**config.mk**
```make
export PLATFORM = sky130hd
export DESIGN_NAME = usb_cmd_handler
export DESIGN_NICKNAME = d
export VERILOG_FILES = /design/src/rtl/usbcmd_pkg.sv /design/src/rtl/usbcmd_reg_bank.sv /design/src/rtl/usbcmd_fsm.sv /design/src/rtl/usb_cmd_handler.sv
export SDC_FILE = /design/constraint.sdc
export NUM_CORES = 2
export LEC_CHECK = 0
export BUFFER_PORTS_ARGS = -buffer_cell sky130_fd_sc_hd__buf_2
export CORE_UTILIZATION = 55
export CTS_CLUSTER_SIZE = 12
export DETAILED_ROUTE_END_ITERATION = 6
export GPL_ROUTABILITY_DRIVEN = 0
export HOLD_SLACK_MARGIN = 0.05
export PLACE_DENSITY = 0.79
export SLEW_MARGIN = 20
export SYNTH_ARGS = -nofsm -noshare
export SYNTH_HDL_FRONTEND = slang
export SYNTH_HIERARCHICAL = 1
export SYNTH_SLANG_ARGS = --single-unit
```
**constraint.sdc**
```tcl
create_clock -name clk -period 7.62 [get_ports clk]
set_clock_uncertainty 0.05 [all_clocks]
set_input_delay 1.524 -clock clk [delete_from_list [all_inputs] [get_ports clk]]
set_output_delay 1.524 -clock clk [all_outputs]
set_load 0.01 [all_outputs]
```
**src/rtl/usbcmd_pkg.sv**
```systemverilog
package usbcmd_pkg;
    localparam int unsigned ADDR_W  = 7;
    localparam int unsigned DATA_W  = 16;
    localparam int unsigned BYTE_W  = 8;
    localparam int unsigned DEPTH   = 1 << ADDR_W;

    // host-readable channel regions (filled by user logic)
    localparam int unsigned CH1_IN_LO = 28;
    localparam int unsigned CH1_IN_HI = 52;
    localparam int unsigned CH2_IN_LO = 78;
    localparam int unsigned CH2_IN_HI = 102;

    typedef enum logic [3:0] {
        ST_IDLE,
        ST_TAKE_CMD,
        ST_PARSE,
        ST_GET_LO,
        ST_GET_HI,
        ST_WR_REG,
        ST_RD_REG,
        ST_ACQ_POP,
        ST_SEND_LO,
        ST_SEND_HI
    } cmd_state_e;

    function automatic logic host_ro(input logic [ADDR_W-1:0] a);
        int unsigned v;
        v = int'(a);
        return ((v >= CH1_IN_LO) && (v <= CH1_IN_HI)) ||
               ((v >= CH2_IN_LO) && (v <= CH2_IN_HI));
    endfunction
endpackage

```
**src/rtl/usbcmd_reg_bank.sv**
```systemverilog
module usbcmd_reg_bank
    import usbcmd_pkg::*;
(
    input  logic              clk,
    input  logic              rst_n,
    input  logic              hw_en,
    input  logic [ADDR_W-1:0] hw_addr,
    input  logic [DATA_W-1:0] hw_data,
    input  logic              err_set,
    input  logic [ADDR_W-1:0] rd_addr,
    output logic [DATA_W-1:0] rd_data,
    input  logic              usr_wr_en,
    input  logic [ADDR_W-1:0] usr_addr,
    input  logic [DATA_W-1:0] usr_wdata,
    input  logic [ADDR_W-1:0] usr_raddr,
    output logic [DATA_W-1:0] usr_rdata,
    output logic              err_flag
);
    logic [DATA_W-1:0] regs [DEPTH];

    always_ff @(posedge clk or negedge rst_n) begin
        if (!rst_n) begin
            for (int i = 0; i < DEPTH; i++) regs[i] <= '0;
        end else begin
            if (hw_en) begin
                if (hw_addr == '0)
                    regs[0][DATA_W-1:1] <= hw_data[DATA_W-1:1];
                else
                    regs[hw_addr] <= hw_data;
            end
            if (err_set) regs[0][0] <= 1'b1;
            if (usr_wr_en && host_ro(usr_addr)) regs[usr_addr] <= usr_wdata;
        end
    end

    assign rd_data   = regs[rd_addr];
    assign usr_rdata = regs[usr_raddr];
    assign err_flag  = regs[0][0];
endmodule

```
**src/rtl/usbcmd_fsm.sv**
```systemverilog
module usbcmd_fsm
    import usbcmd_pkg::*;
(
    input  logic              clk,
    input  logic              rst_n,
    input  logic              rx_not_empty,
    input  logic [BYTE_W-1:0] rx_data,
    output logic              rx_rd,
    input  logic              tx_full,
    output logic [BYTE_W-1:0] tx_data,
    output logic              tx_wr,
    input  logic              acq_not_empty,
    input  logic [DATA_W-1:0] acq_data,
    output logic              acq_rd,
    output logic              hw_en,
    output logic [ADDR_W-1:0] hw_addr,
    output logic [DATA_W-1:0] hw_data,
    output logic              err_set,
    output logic [ADDR_W-1:0] rd_addr,
    input  logic [DATA_W-1:0] rd_data
);
    cmd_state_e state_q, state_d;
    logic [BYTE_W-1:0] op_q;
    logic [DATA_W-1:0] word_q;
    logic              is_read;
    logic [ADDR_W-1:0] op_addr;

    assign is_read = op_q[BYTE_W-1];
    assign op_addr = op_q[ADDR_W-1:0];

    // state register and datapath
    always_ff @(posedge clk or negedge rst_n) begin
        if (!rst_n) begin
            state_q <= ST_IDLE;
            op_q    <= '0;
            word_q  <= '0;
        end else begin
            state_q <= state_d;
            unique case (state_q)
                ST_TAKE_CMD: if (rx_not_empty) op_q <= rx_data;
                ST_GET_LO:   if (rx_not_empty) word_q[BYTE_W-1:0] <= rx_data;
                ST_GET_HI:   if (rx_not_empty) word_q[DATA_W-1:BYTE_W] <= rx_data;
                ST_RD_REG:   word_q <= rd_data;
                ST_ACQ_POP:  if (acq_not_empty) word_q <= acq_data;
                default:     ;
            endcase
        end
    end

    // next state
    always_comb begin
        state_d = state_q;
        unique case (state_q)
            ST_IDLE:     if (rx_not_empty) state_d = ST_TAKE_CMD;
                         else if (acq_not_empty) state_d = ST_ACQ_POP;
            ST_TAKE_CMD: state_d = rx_not_empty ? ST_PARSE : ST_IDLE;
            ST_PARSE:    state_d = is_read ? ST_RD_REG : ST_GET_LO;
            ST_GET_LO:   if (rx_not_empty) state_d = ST_GET_HI;
            ST_GET_HI:   if (rx_not_empty) state_d = ST_WR_REG;
            ST_WR_REG:   state_d = ST_IDLE;
            ST_RD_REG:   state_d = ST_SEND_LO;
            ST_ACQ_POP:  state_d = acq_not_empty ? ST_SEND_LO : ST_IDLE;
            ST_SEND_LO:  if (!tx_full) state_d = ST_SEND_HI;
            ST_SEND_HI:  if (!tx_full) state_d = ST_IDLE;
            default:     state_d = ST_IDLE;
        endcase
    end

    // outputs
    always_comb begin
        rx_rd   = 1'b0;
        tx_wr   = 1'b0;
        tx_data = word_q[BYTE_W-1:0];
        acq_rd  = 1'b0;
        hw_en   = 1'b0;
        err_set = 1'b0;
        unique case (state_q)
            ST_TAKE_CMD, ST_GET_LO, ST_GET_HI: rx_rd = rx_not_empty;
            ST_ACQ_POP:  acq_rd = acq_not_empty;
            ST_WR_REG: begin
                hw_en   = !host_ro(op_addr);
                err_set = host_ro(op_addr);
            end
            ST_SEND_LO:  tx_wr = !tx_full;
            ST_SEND_HI: begin
                tx_wr   = !tx_full;
                tx_data = word_q[DATA_W-1:BYTE_W];
            end
            default: ;
        endcase
    end

    assign hw_addr = op_addr;
    assign hw_data = word_q;
    assign rd_addr = op_addr;
endmodule

```
**src/rtl/usb_cmd_handler.sv**
```systemverilog
module usb_cmd_handler
    import usbcmd_pkg::*;
(
    input  logic              clk,
    input  logic              rst_n,
    input  logic              rx_not_empty,
    input  logic [BYTE_W-1:0] rx_data,
    output logic              rx_rd,
    input  logic              tx_full,
    output logic [BYTE_W-1:0] tx_data,
    output logic              tx_wr,
    input  logic              acq_not_empty,
    input  logic [DATA_W-1:0] acq_data,
    output logic              acq_rd,
    input  logic              usr_wr_en,
    input  logic [ADDR_W-1:0] usr_addr,
    input  logic [DATA_W-1:0] usr_wdata,
    input  logic [ADDR_W-1:0] usr_raddr,
    output logic [DATA_W-1:0] usr_rdata
);
    logic              hw_en, err_set, err_flag;
    logic [ADDR_W-1:0] hw_addr, rd_addr;
    logic [DATA_W-1:0] hw_data, rd_data;

    usbcmd_fsm u_fsm (
        .clk(clk), .rst_n(rst_n),
        .rx_not_empty(rx_not_empty), .rx_data(rx_data), .rx_rd(rx_rd),
        .tx_full(tx_full), .tx_data(tx_data), .tx_wr(tx_wr),
        .acq_not_empty(acq_not_empty), .acq_data(acq_data), .acq_rd(acq_rd),
        .hw_en(hw_en), .hw_addr(hw_addr), .hw_data(hw_data),
        .err_set(err_set), .rd_addr(rd_addr), .rd_data(rd_data)
    );

    usbcmd_reg_bank u_bank (
        .clk(clk), .rst_n(rst_n),
        .hw_en(hw_en), .hw_addr(hw_addr), .hw_data(hw_data),
        .err_set(err_set), .rd_addr(rd_addr), .rd_data(rd_data),
        .usr_wr_en(usr_wr_en), .usr_addr(usr_addr), .usr_wdata(usr_wdata),
        .usr_raddr(usr_raddr), .usr_rdata(usr_rdata), .err_flag(err_flag)
    );
endmodule

```
==> flow_summary.yaml <==
outcome:
  outcome: "complete, but fails checks"
  violations: "design-rule violations"
global_route:
  grt.busiest_layer: "met2"
  grt-ovfl-total: 0
  grt_use_met2: 0.521
  grt_max_degree: 170
  grt_pass1_wl_um: 573000
  grt_use_total: 0.363
  met3_usage: 0.159
  antenna_found_initial: 46
  grt_util_met1: 0.456
  grt_pass1_vias: 82400
logic_synthesis:
  synth_top_family_by_area: "multiplexers"
  ys_warn_count: 6
  postSynthAreaPerCell_um2: 13.9
  syn-cell-area_mm2: 0.118
  synth_xor_area_frac: 0.0000741
  ys_async_sr_fraction: 1.00
  ys_seq_elements: 2076
  ys.flop_type: "dfrtp_1"
  synth_fa_ha_area_frac: 0.0000847
  synth_cells: 8472
  synth_mux_area_frac: 0.450
  synth_nets: 8532
  synthSimpleGateAreaFrac: 0.0402
  synth_cell_type_count: 55
  seq_area_frac_synth: 0.440
  synth_compound_area_frac: 0.0361
  synth_edf_count: 0
die:
  dieArea_mm2: 0.217
  fp.coreArea_mm2: 0.213
  die_h_um: 465
  die_w_um: 465
  std_cell_rows: 169
  start_util: 0.555
  io_pins: 87
setup_path:
  cp_slowest_cell: "mux4_2"
  crit_path_end_kind: "output port"
  crit_fanout: 26
  worstSetupPathType: "primary input to output port"
  reg2reg_from: "u_fsm/op_q[0]"
  critPathRequiredTime_ns: 6.05
  startpoint_type: "primary input"
  r2r_slack_ns: 2.86
  arrival_ns: 4.91
  startpoint: "usr_raddr[0]"
  path_cells: "buf_8 > buf_12 > buf_4 > mux4_2 > mux4_2 > mux4_2 > mux2_2 > buf_2"
  worst_path_most_repeated_cell: "mux4_2"
  slowest_delay_ns: 0.65
finish:
  area_growth_pct: 8.52
  layout_commonest_cell: "dfrtp_1"
  fin_cells: 11100
  nets: 8138
  drive_above_1_share: 0.422
  postLayoutCoreUtil: 0.603
  most-common-layout-cells: "2,054 x dfrtp_1, 1,344 x mux4_2, 1,295 x mux2_2, 825 x mux2i_1, 448 x nand2_1"
route:
  first_pass_iters: 7
  drt-total-wl_um: 391000
  remaining_drc_errors: 9
  vias_per_cell: 7.41
  wire_per_inst_um: 35.4
  drtIter0Drc: 12700
  antenna_left: 0
  num_vias: 81900
pwr:
  leakage_nw: 53.0
  power_density_mw_per_mm2: 295
  internal_power_mw: 23.8
  worst_ir_drop_vdd_mv: 0.306
  p_clk_frac: 0.272
  p_seq_frac: 0.396
  p_sw_mw: 14.0
  combPwrFrac: 0.332
  swShare: 0.371
clock_tree:
  cts_max_level: 4
  cts_setup_buffers: 0
  cts_buffers: 211
  clock_latency_ns: 0.90
  cts_resized: 0
  root_buffer: "clkbuf_16"
  ctsHoldBuffers: 0
  clk_pin_slew_ns: 0.06
  clk_path_buf_depth: 3
  cts_tree: "done"
  cts_sinks: 2076
sta:
  period_share: 0.851
  max_slew_margin: 0.167
  whs_ns: 0.474
  rsz0062_at_grt: "no"
  slew_violations: 0
  fin_crit_ns: 6.48
  layout_setup_ws_ns: 1.14
  finalHoldViolations: 0
  setup_viol: 0
  fmax_mhz: 154
  tightest_slew_ns: 1.24
  fin_tns_setup_ns: 0
job:
  drv_cap: 0
worst_hold_path:
  hold_class: "register to register"
  hold_path.startpoint: "u_bank/regs[1682]"
placed_design:
  hpwl_um: 236000
  dp.cells: 10700
  port_buffers: 86
  post-place-ws_ns: 1.26
[synthesized netlist by cell type (all sizes together) (6+ instances only)]
cell    number  share of area
mux4      1344           0.26
clkbuf     727          0.023
a21o         9        0.00057
nand2      453          0.014
nor2b        7        0.00037
mux2i      825          0.070
nand3       31         0.0014
nor3        47         0.0034
inv         11        0.00035
a21oi      427          0.018
dfrtp     2076           0.44
and3b       10        0.00074
o21ai      394          0.017
nand3b       6        0.00038
nor2       494          0.016
buf        250          0.011
nor3b        8        0.00051
nand4        6        0.00032
mux2      1295           0.12
[flip-flops by register name (all words and copies together), names as in the netlist]
signal / cells
u_bank/regs: 2047
u_bank/err_flag: 1
u_fsm/hw_data: 16
u_fsm/state_q: 4
u_fsm/op_q: 8
[critical path: cells and delay by family]
family / cells / cell delay [ns]
muxes: 4 / 2.23
buffers and inverters: 4 / 1.11
[path summary, 6_finish.rpt]
path                                endpoint  depth (start not counted)
max                            usr_rdata[10]                          8
min                        u_bank/regs[1682]                          1
max reg2reg                 u_fsm/hw_data[8]                          8
min reg2reg                u_bank/regs[1682]                          1
max in group asynchronous  u_bank/regs[1239]                          3
min in group asynchronous  u_bank/regs[2046]                          1
[metal layers]
layer,vias up,wire length (um)
li1,31400,-
met1,42600,134000
met2,6369,170000
met3,1505,59200
met4,46,27300
met5,-,299
[power by group through the flow]
stage / Clock (mW) / Sequential, mW / Combinational, mW
finish: 10.3 / 15.0 / 12.5
global route: 10.7 / 15.1 / 12.9
CTS: 10.3 / 14.8 / 12.1
detailed placement: 0 / 15.0 / 12.1
global placement: 0 / 14.9 / 11.8
floorplan: 0 / 13.3 / 9.17
[final cells by class]
type,count,area (um2)
Fill cell,15300,84500
Multi-Input combinational cell,5408,62800
Sequential cell,2076,52000
Clock buffer,306,6070
Tap cell,2821,3530
Timing Repair Buffer,370,3140
Clock inverter,47,603
Antenna cell,18,45.0
Inverter,11,41.3
[metrics by stage]
step                area, um2  power [mW]
global placement       121000        26.7
CTS                    128000        37.3
global route           128000        38.7
finish                 128000        37.8
floorplan              118000        22.5
detailed placement     121000        27.1
[cells by family (layout without fill, tap and decap cells)]
group | after synthesis | count (layout)
adder cells (fa/ha/maj) | 1 | 1
buffers and inverters | 988 | 734
other | 0 | 18
multiplexers | 3464 | 3464
flip-flops | 2076 | 2076
AO/OA/AOI/OAI | 840 | 840
AND/OR/NAND/NOR | 1102 | 1102
XOR/XNOR | 1 | 1
Power figures use the tool's default switching activity.
